[config.mk]
export PLATFORM = sky130hd
export DESIGN_NAME = intr_dispatch
export DESIGN_NICKNAME = d
export VERILOG_FILES = /design/src/rtl/intd_pkg.sv /design/src/rtl/intd_lifo.sv /design/src/rtl/intd_iobank.sv /design/src/rtl/intd_prio.sv /design/src/rtl/intr_dispatch.sv
export SDC_FILE = /design/constraint.sdc
export NUM_CORES = 2
export LEC_CHECK = 0
export BUFFER_PORTS_ARGS = -buffer_cell sky130_fd_sc_hd__buf_2
export CORE_MARGIN = 4
export CORE_UTILIZATION = 26
export CTS_CLUSTER_SIZE = 20
export DETAILED_ROUTE_END_ITERATION = 12
export MAX_ROUTING_LAYER = met4
export SETUP_SLACK_MARGIN = 0.05
export SLEW_MARGIN = 10
export SYNTH_ARGS = -nofsm -noshare
export SYNTH_HDL_FRONTEND = slang
export SYNTH_SLANG_ARGS = --single-unit
[constraint.sdc]
create_clock -name clk -period 6.62 [get_ports clk]
set_input_delay 0 -clock clk [delete_from_list [all_inputs] [get_ports clk]]
set_output_delay 0 -clock clk [all_outputs]
set_load 0.01 [all_outputs]
[src/rtl/intd_pkg.sv]
package intd_pkg;
  typedef enum logic [2:0] {
    VEC_PGM  = 3'd0,
    VEC_SVC  = 3'd1,
    VEC_MCK  = 3'd2,
    VEC_EXT  = 3'd3,
    VEC_IO   = 3'd4,
    VEC_NONE = 3'd7
  } vec_e;

  typedef enum logic [1:0] {
    SRC_QUEUE  = 2'd0,
    SRC_CLKCMP = 2'd1,
    SRC_CPUTMR = 2'd2
  } xsrc_e;

  localparam int SW_IO_EN  = 57;
  localparam int SW_EXT_EN = 56;
  localparam int SW_MCK_EN = 50;
  localparam int SW_WAIT   = 49;
  localparam int SW_CC_LO  = 44;

  localparam logic [15:0] CODE_CLKCMP = 16'h1004;
  localparam logic [15:0] CODE_CPUTMR = 16'h1005;
endpackage

[src/rtl/intd_lifo.sv]
module intd_lifo #(
  parameter int W     = 32,
  parameter int DEPTH = 8
) (
  input  logic         clk,
  input  logic         rst_n,
  input  logic         push,
  input  logic         pop,
  input  logic [W-1:0] din,
  output logic [W-1:0] dout,
  output logic         empty,
  output logic         full
);
  localparam int CW = $clog2(DEPTH + 1);
  localparam int IW = $clog2(DEPTH);

  logic [W-1:0]  mem [DEPTH];
  logic [CW-1:0] cnt;
  logic [CW-1:0] cnt_m1;
  logic [CW-1:0] wr_pos;

  always_comb begin
    cnt_m1 = cnt - CW'(1);
    wr_pos = pop ? cnt_m1 : cnt;
    empty  = (cnt == '0);
    full   = (cnt == CW'(DEPTH));
    dout   = empty ? '0 : mem[cnt_m1[IW-1:0]];
  end

  always_ff @(posedge clk) begin
    if (push) mem[wr_pos[IW-1:0]] <= din;
  end

  always_ff @(posedge clk) begin
    if (!rst_n) begin
      cnt <= '0;
    end else begin
      case ({push, pop})
        2'b10:   cnt <= cnt + CW'(1);
        2'b01:   cnt <= cnt_m1;
        default: cnt <= cnt;
      endcase
    end
  end
endmodule

[src/rtl/intd_iobank.sv]
module intd_iobank #(
  parameter int NSUB  = 8,
  parameter int DEPTH = 8,
  parameter int W     = 32,
  parameter int SUBW  = $clog2(NSUB)
) (
  input  logic            clk,
  input  logic            rst_n,
  input  logic            push,
  input  logic [SUBW-1:0] push_sub,
  input  logic [W-1:0]    push_din,
  output logic            push_ready,
  input  logic            pop,
  input  logic [NSUB-1:0] sub_mask,
  output logic            any_pend,
  output logic            hit,
  output logic [SUBW-1:0] hit_sub,
  output logic [W-1:0]    hit_data
);
  logic [NSUB-1:0] empty_v, full_v;
  logic [W-1:0]    top_v [NSUB];

  for (genvar g = 0; g < NSUB; g++) begin : g_sub
    intd_lifo #(.W(W), .DEPTH(DEPTH)) u_q (
      .clk   (clk),
      .rst_n (rst_n),
      .push  (push && (push_sub == SUBW'(g)) && !full_v[g]),
      .pop   (pop && (hit_sub == SUBW'(g))),
      .din   (push_din),
      .dout  (top_v[g]),
      .empty (empty_v[g]),
      .full  (full_v[g])
    );
  end

  always_comb begin
    push_ready = !full_v[push_sub];
    any_pend   = !(&empty_v);
    hit        = 1'b0;
    hit_sub    = '0;
    hit_data   = '0;
    for (int i = 0; i < NSUB; i++) begin
      if (!hit && !empty_v[i] && sub_mask[i]) begin
        hit      = 1'b1;
        hit_sub  = SUBW'(i);
        hit_data = top_v[i];
      end
    end
  end
endmodule

[src/rtl/intd_prio.sv]
module intd_prio import intd_pkg::*; (
  input  logic  pgm_req,
  input  logic  svc_req,
  input  logic  en_mck,
  input  logic  en_ext,
  input  logic  en_io,
  input  logic  mck_pend,
  input  logic  mck_gate,
  input  logic  ext_q_pend,
  input  logic  tod_pend,
  input  logic  cpt_pend,
  input  logic  io_any,
  input  logic  io_hit,
  output vec_e  vec,
  output logic  valid,
  output xsrc_e ext_src
);
  always_comb begin
    vec     = VEC_NONE;
    valid   = 1'b0;
    ext_src = SRC_QUEUE;
    if (pgm_req) begin
      vec   = VEC_PGM;
      valid = 1'b1;
    end else if (svc_req) begin
      vec   = VEC_SVC;
      valid = 1'b1;
    end else if (en_mck && mck_pend) begin
      vec   = VEC_MCK;
      valid = mck_gate;
    end else if (en_ext && (ext_q_pend || tod_pend || cpt_pend)) begin
      vec   = VEC_EXT;
      valid = 1'b1;
      if (ext_q_pend)    ext_src = SRC_QUEUE;
      else if (tod_pend) ext_src = SRC_CLKCMP;
      else               ext_src = SRC_CPUTMR;
    end else if (en_io && io_any) begin
      vec   = VEC_IO;
      valid = io_hit;
    end
  end
endmodule

[src/rtl/intr_dispatch.sv]
module intr_dispatch import intd_pkg::*; #(
  parameter int AW     = 32,
  parameter int QDEPTH = 8,
  parameter int NSUB   = 8,
  parameter int CODE_W = 16,
  parameter int PARM_W = 32,
  parameter int SUBW   = $clog2(NSUB)
) (
  input  logic              clk,
  input  logic              rst_n,
  input  logic              sw_wr,
  input  logic [63:0]       sw_wr_mask,
  input  logic [AW-1:0]     sw_wr_addr,
  input  logic [1:0]        cc_in,
  input  logic              pgm_req,
  input  logic [CODE_W-1:0] pgm_code,
  input  logic [2:0]        pgm_ilen,
  input  logic              pgm_defer,
  input  logic              svc_req,
  input  logic [CODE_W-1:0] svc_code,
  input  logic [2:0]        svc_ilen,
  input  logic              mck_evt,
  input  logic              mck_gate,
  input  logic              tod_evt,
  input  logic              cpt_evt,
  input  logic              ext_push_valid,
  output logic              ext_push_ready,
  input  logic [CODE_W-1:0] ext_push_code,
  input  logic [PARM_W-1:0] ext_push_parm,
  input  logic              io_push_valid,
  output logic              io_push_ready,
  input  logic [SUBW-1:0]   io_push_sub,
  input  logic [PARM_W-1:0] io_push_parm,
  input  logic [NSUB-1:0]   io_sub_mask,
  output logic              save_valid,
  input  logic              save_ready,
  output logic [2:0]        save_vec,
  output logic [CODE_W-1:0] save_code,
  output logic [PARM_W-1:0] save_parm,
  output logic [2:0]        save_ilen,
  output logic [63:0]       save_old_mask,
  output logic [AW-1:0]     save_old_addr,
  input  logic [63:0]       vec_mask,
  input  logic [AW-1:0]     vec_addr,
  output logic [63:0]       sw_mask_o,
  output logic [AW-1:0]     sw_addr_o,
  output logic [1:0]        cc_o,
  output logic              halt_o,
  output logic              irq_o,
  output logic              ovf_o
);
  localparam int CW = $clog2(QDEPTH + 1);
  localparam int EW = CODE_W + PARM_W;

  logic [63:0]       sw_mask_q;
  logic [AW-1:0]     sw_addr_q;
  logic              tod_q, cpt_q, halt_q, ovf_q;
  logic [CW-1:0]     mck_cnt;
  logic              mck_pend, mck_full, mck_ok, mck_take;
  logic [EW-1:0]     ext_top;
  logic              ext_empty, ext_full, ext_pop, ext_push;
  logic              io_any, io_hit, io_pop;
  logic [SUBW-1:0]   io_hit_sub;
  logic [PARM_W-1:0] io_hit_data;
  vec_e              vec;
  xsrc_e             ext_src;
  logic              sel_valid, fire, adv, ext_timer_take;

  intd_prio u_prio (
    .pgm_req    (pgm_req),
    .svc_req    (svc_req),
    .en_mck     (sw_mask_q[SW_MCK_EN]),
    .en_ext     (sw_mask_q[SW_EXT_EN]),
    .en_io      (sw_mask_q[SW_IO_EN]),
    .mck_pend   (mck_pend),
    .mck_gate   (mck_gate),
    .ext_q_pend (!ext_empty),
    .tod_pend   (tod_q),
    .cpt_pend   (cpt_q),
    .io_any     (io_any),
    .io_hit     (io_hit),
    .vec        (vec),
    .valid      (sel_valid),
    .ext_src    (ext_src)
  );

  intd_lifo #(.W(EW), .DEPTH(QDEPTH)) u_extq (
    .clk   (clk),
    .rst_n (rst_n),
    .push  (ext_push),
    .pop   (ext_pop),
    .din   ({ext_push_code, ext_push_parm}),
    .dout  (ext_top),
    .empty (ext_empty),
    .full  (ext_full)
  );

  intd_iobank #(.NSUB(NSUB), .DEPTH(QDEPTH), .W(PARM_W), .SUBW(SUBW)) u_io (
    .clk        (clk),
    .rst_n      (rst_n),
    .push       (io_push_valid),
    .push_sub   (io_push_sub),
    .push_din   (io_push_parm),
    .push_ready (io_push_ready),
    .pop        (io_pop),
    .sub_mask   (io_sub_mask),
    .any_pend   (io_any),
    .hit        (io_hit),
    .hit_sub    (io_hit_sub),
    .hit_data   (io_hit_data)
  );

  always_comb begin
    fire           = sel_valid && save_ready;
    ext_push_ready = !ext_full;
    ext_push       = ext_push_valid && !ext_full;
    ext_pop        = fire && (vec == VEC_EXT) && (ext_src == SRC_QUEUE);
    ext_timer_take = fire && (vec == VEC_EXT);
    io_pop         = fire && (vec == VEC_IO);
    mck_pend       = (mck_cnt != '0);
    mck_full       = (mck_cnt == CW'(QDEPTH));
    mck_ok         = mck_evt && !mck_full;
    mck_take       = fire && (vec == VEC_MCK);

    save_valid = sel_valid;
    save_vec   = vec;
    save_code  = '0;
    save_parm  = '0;
    save_ilen  = 3'd0;
    case (vec)
      VEC_PGM: begin save_code = pgm_code; save_ilen = pgm_ilen; end
      VEC_SVC: begin save_code = svc_code; save_ilen = svc_ilen; end
      VEC_EXT: begin
        case (ext_src)
          SRC_QUEUE:  {save_code, save_parm} = ext_top;
          SRC_CLKCMP: save_code = CODE_CLKCMP;
          default:    save_code = CODE_CPUTMR;
        endcase
      end
      VEC_IO: begin
        save_code = CODE_W'(io_hit_sub);
        save_parm = io_hit_data;
      end
      default: ;
    endcase
    adv           = ((vec == VEC_PGM) && pgm_defer) || (vec == VEC_SVC);
    save_old_addr = sw_addr_q + (adv ? AW'(save_ilen) : '0);
    save_old_mask = sw_mask_q;
    save_old_mask[SW_CC_LO +: 2] = cc_in;

    sw_mask_o = sw_mask_q;
    sw_addr_o = sw_addr_q;
    cc_o      = sw_mask_q[SW_CC_LO +: 2];
    halt_o    = halt_q;
    ovf_o     = ovf_q;
    irq_o     = !ext_empty || tod_q || cpt_q || mck_pend || io_any;
  end

  always_ff @(posedge clk) begin
    if (!rst_n) begin
      sw_mask_q <= '0;
      sw_addr_q <= '0;
      tod_q     <= 1'b0;
      cpt_q     <= 1'b0;
      halt_q    <= 1'b0;
      ovf_q     <= 1'b0;
      mck_cnt   <= '0;
    end else begin
      tod_q  <= tod_evt || (tod_q && !(ext_timer_take && ext_src == SRC_CLKCMP));
      cpt_q  <= cpt_evt || (cpt_q && !(ext_timer_take && ext_src == SRC_CPUTMR));
      ovf_q  <= (ext_push_valid && ext_full) || (io_push_valid && !io_push_ready)
                || (mck_evt && mck_full);
      halt_q <= fire && vec_mask[SW_WAIT] && !vec_mask[SW_IO_EN]
                && !vec_mask[SW_EXT_EN] && !vec_mask[SW_MCK_EN];
      case ({mck_ok, mck_take})
        2'b10:   mck_cnt <= mck_cnt + CW'(1);
        2'b01:   mck_cnt <= mck_cnt - CW'(1);
        default: mck_cnt <= mck_cnt;
      endcase
      if (fire) begin
        sw_mask_q <= vec_mask;
        sw_addr_q <= vec_addr;
      end else if (sw_wr) begin
        sw_mask_q <= sw_wr_mask;
        sw_addr_q <= sw_wr_addr;
      end
    end
  end
endmodule

==> Flow_metrics.wiki <==
{| class="wikitable"
! Metric !! Value
|-
| P&R area growth vs syn || 23.0%
|-
| Syn_area_per_cell || 20.1 um2
|-
| Row cnt || 230
|-
| Post-layout worst setup margin || 429 ps
|-
| Tightest slew margin relative to the limit || 4.65%
|-
| Total power of the final layout || 36.4 mW
|-
| Distinct cell type count after synthesis || 77
|-
| Post-detailed-placement half-perimeter wirelength || 219,000 um
|-
| Placer's final routability congestion estimate || 0.946
|-
| Number of antenna violations at the first check in global routing || 58
|-
| Met2 usage || 25.5%
|-
| First-pass GRT wire length || 460,000 um
|-
| Net count after synthesis || 5,493
|-
| Total Wirelength || 332,000 um
|-
| Final routed wire length divided by cell count || 28.3 um
|-
| Most used routing layer in global routing || met2
|-
| Post-route fraction of the period consumed by the critical path || 93.5%
|-
| Worst VDD drop || 0.194 mV
|-
| Largest net degree at the start of global routing || 196
|-
| Run status || finished, final reports clean
|-
| Portion of the post-synthesis area used by sequential elements || 73.8%
|-
| Chip Height || 637 um
|-
| Post-layout min period || 6190 ps
|-
| Worst hold-check path type || in2out
|-
| Count of synthesis-stage warnings from yosys || 0
|-
| Layout cells sized above 1 || 29.4%
|-
| Final standard cell count with taps included and fillers excluded || 11,720
|-
| Delay of the slowest critical-path stage || 1000 ps
|-
| Fillers || 37,670
|-
| Clock root buffer || clkbuf_16
|-
| Source-to-sink clock delay at the later pin of the worst-skew pair || 910 ps
|-
| Number of endpoints with negative hold slack in the final report || 0
|-
| Leakage || 42.7 nW
|-
| Global-route total usage across every layer || 16.3%
|-
| Max Clock Skew || 90.6 ps
|-
| Top post-synthesis cells by area || edfxtp_1 (71%), mux4_2 (13%), mux2i_1 (3.7%), dfxtp_1 (2.7%), o211a_1 (0.96%)
|-
| Category of the worst setup path launch point || flip-flop
|-
| Startpoint-to-endpoint class of the critical path || reg2out
|-
| GR Layer Usage met1 || 22.3%
|-
| Clock tree from TritonCTS || done
|-
| Number of vias per cell after detailed routing || 4.82
|-
| Clock slew seen by the registers of the worst setup and hold paths || 50 ps
|-
| Met3 track demand over resource || 2.31%
|-
| Via count || 56,459
|-
| Setup slack, reg-to-reg || 1410 ps
|-
| Grt total ovfl || 0
|-
| Number of nets in the finished design || 6,621
|-
| Place WS || 1400 ps
|-
| Post-synth EDFFs || 2,432
|-
| Final setup violation count || 0
|-
| Setup tns final || 0 ps
|-
| Chip Width || 637 um
|-
| Die footprint || 405,000 um2
|-
| Number of buffers created by CTS || 275
|-
| Share of the core filled with cells in the final layout || 32.1%
|-
| Most instantiated flip-flop cell in the synthesis netlist || edfxtp_1
|-
| Highest Clock Rate || 0.162 GHz
|-
| Critical-path top delay cell || nor4_1
|-
| H-tree levels || 5
|-
| Residual DRC count || 0
|-
| Drt first pass iters || 6
|-
| Area taken by flip-flops and latches || 75,900 um2
|-
| Number of violations of the max-capacitance limit || 0
|-
| Area of all placed cells without fillers || 126,000 um2
|-
| Worst Path Required || 6620 ps
|-
| Final Slew Violations || 0
|-
| Count of input and output buffers || 585
|-
| Max Buffers Root-to-Sink || 4
|-
| Measured slew at the worst slew-check pin || 1420 ps
|-
| Antenna-violating nets left || 0
|-
| RSZ-0062 raised after global routing || false
|-
| Count of mapped cells out of synthesis || 5,118
|-
| Placed Instance Area || 113,000 um2
|-
| Via count of the first global-routing pass || 56,249
|-
| Total area of multi-input combinational cells || 25,800 um2
|-
| Number of top-level pins || 590
|-
| Placed Cells incl. Taps || 10,732
|-
| Synthesized flop and latch total || 2,572
|-
| Initial core utilization || 26.1%
|-
| Area of the core || 393,000 um2
|-
| Smallest hold slack || 0.00443 ps
|-
| Critical path, cell by cell || inv_1 -> ha_2 -> buf_12 -> mux4_2 -> mux2i_1 -> o22ai_1 -> buf_4 -> nor4_1 -> a311o_1 -> o221ai_1 -> buf_2
|-
| Async S/R FF share, synth || 0%
|-
| CP endpoint kind || output port
|-
| Cell accounting for the most synthesized area || edfxtp_1
|-
| Combined area of all synthesized cells || 103,000 um2
|-
| Area fraction of the dominant cell type after synthesis || 71.1%
|-
| Number of DRC markers after the initial detailed-route iteration || 6,421
|-
| Worst Path Max Fanout || 37
|-
| Number of sinks driven by the clock tree || 2,572
|-
| Critical path arrival || 6190 ps
|-
| Pwr per Cell Area || 288 nW/um2
|}
[final timing paths]
path	from	endpoint	depth (start not counted)
min reg2reg	mck_cnt[3]	mck_cnt[3]	2
min	cc_in[1]	save_old_mask[45]	0
max	u_io.g_sub[1].u_q.cnt[0]	save_parm[13]	11
max reg2reg	u_io.g_sub[2].u_q.cnt[0]	u_io.g_sub[4].u_q.mem[4][23]	11
[worst max-delay path: cells and delay by family, from the launching register on]
| family | cells | cell delay, ps |
|---|---|---|
| adder cells (fa/ha/maj) | 1 | 900 |
| multiplexers | 2 | 860 |
| AND/OR/NAND/NOR | 1 | 1000 |
| flip-flops | 1 | 780 |
| AO/OA/AOI/OAI | 3 | 740 |
| buffers and inverters | 4 | 990 |
[routing by layer]
metal | wire length, um | share of wire (%)
met1 | 144000 | 43
met4 | 8440 | 2.5
met3 | 20900 | 6.3
met5 | 0 | 0
met2 | 159000 | 48
[synth_stat cells, types with 18 or more instances]
cell type and number:
a21oi_1 52, and2_1 38, buf_1 61, buf_2 53, buf_4 70, clkbuf_1 176, dfxtp_1 140, edfxtp_1 2432
ha_1 37, inv_1 48, mux2i_1 380, mux4_2 608, nand2_1 225, nand3_1 41, nor2_1 91, nor3_1 18
nor4_1 49, o211a_1 98, o21ai_0 53, o22ai_1 94, xnor2_1 55, xor2_1 29
[repair_timing]
item / 4_1_cts / 5_1_grt
hold buffers: 457 / 0
setup buffers: 0 / 0
endpoints found under the hold margin: 2312 / 0
gates resized for setup: 0 / 0
[layout make-up]
class                   instances  area share, %
multi-input cells            2135           20.4
clock inverters               174           1.50
inverters                      50          0.149
diodes                         39         0.0772
flip-flops and latches       2572           60.0
repair buffers               1212           6.98
clock buffers                 318           5.66
well taps                    5220           5.17
[logic make-up (layout without fill, tap and decap cells)]
family / Yosys count / in the layout / share of synthesized area, %
multiplexers: 989 / 989 / 17.0
flip-flops: 2572 / 2572 / 73.8
XOR/XNOR: 84 / 84 / 0.716
AO/OA/AOI/OAI: 447 / 447 / 3.30
other: 0 / 39 / 0
AND/OR/NAND/NOR: 576 / 576 / 2.79
buffers and inverters: 411 / 1754 / 1.83
adder cells (fa/ha/maj): 39 / 39 / 0.490
[where the power goes]
part	internal, mW	switching, mW	leakage, nW
clock	9.02	6.56	4.41
combinational	1.05	1.62	15.2
sequential	18.0	0.177	23.1
total	28.0	8.35	42.7
[flip-flops by register name, summed over array words and instances (netlist names), 4 cells and up]
name	cells
u_io.g_sub.u_q.mem	2048
sw_mask_o	64
u_extq.cnt	4
mck_cnt	4
u_io.g_sub.u_q.cnt	32
u_extq.mem	384
sw_addr_o	32
[placed cells by master, fill, tap and decap left out, drive strengths merged, types with 12 or more instances in the layout]
| master | instances |
|---|---|
| clkbuf | 318 |
| o22a | 16 |
| a21oi | 53 |
| dfxtp | 140 |
| inv | 67 |
| o211a | 98 |
| mux2i | 380 |
| o21ai | 57 |
| nor2b | 12 |
| nor2 | 91 |
| a311o | 16 |
| diode | 39 |
| or3 | 15 |
| and3 | 12 |
| o221ai | 16 |
| nand3 | 41 |
| xnor2 | 55 |
| mux4 | 608 |
| and2 | 38 |
| nor4 | 51 |
| o22ai | 94 |
| xor2 | 29 |
| ha | 37 |
| nand2 | 225 |
| bufinv | 31 |
| buf | 755 |
| clkinv | 117 |
| dlygate4sd3 | 457 |
| a31oi | 13 |
| a22oi | 15 |
| edfxtp | 2432 |
| nand4 | 17 |
| nor3 | 19 |
Note: power is estimated with default switching activity, not from simulation.
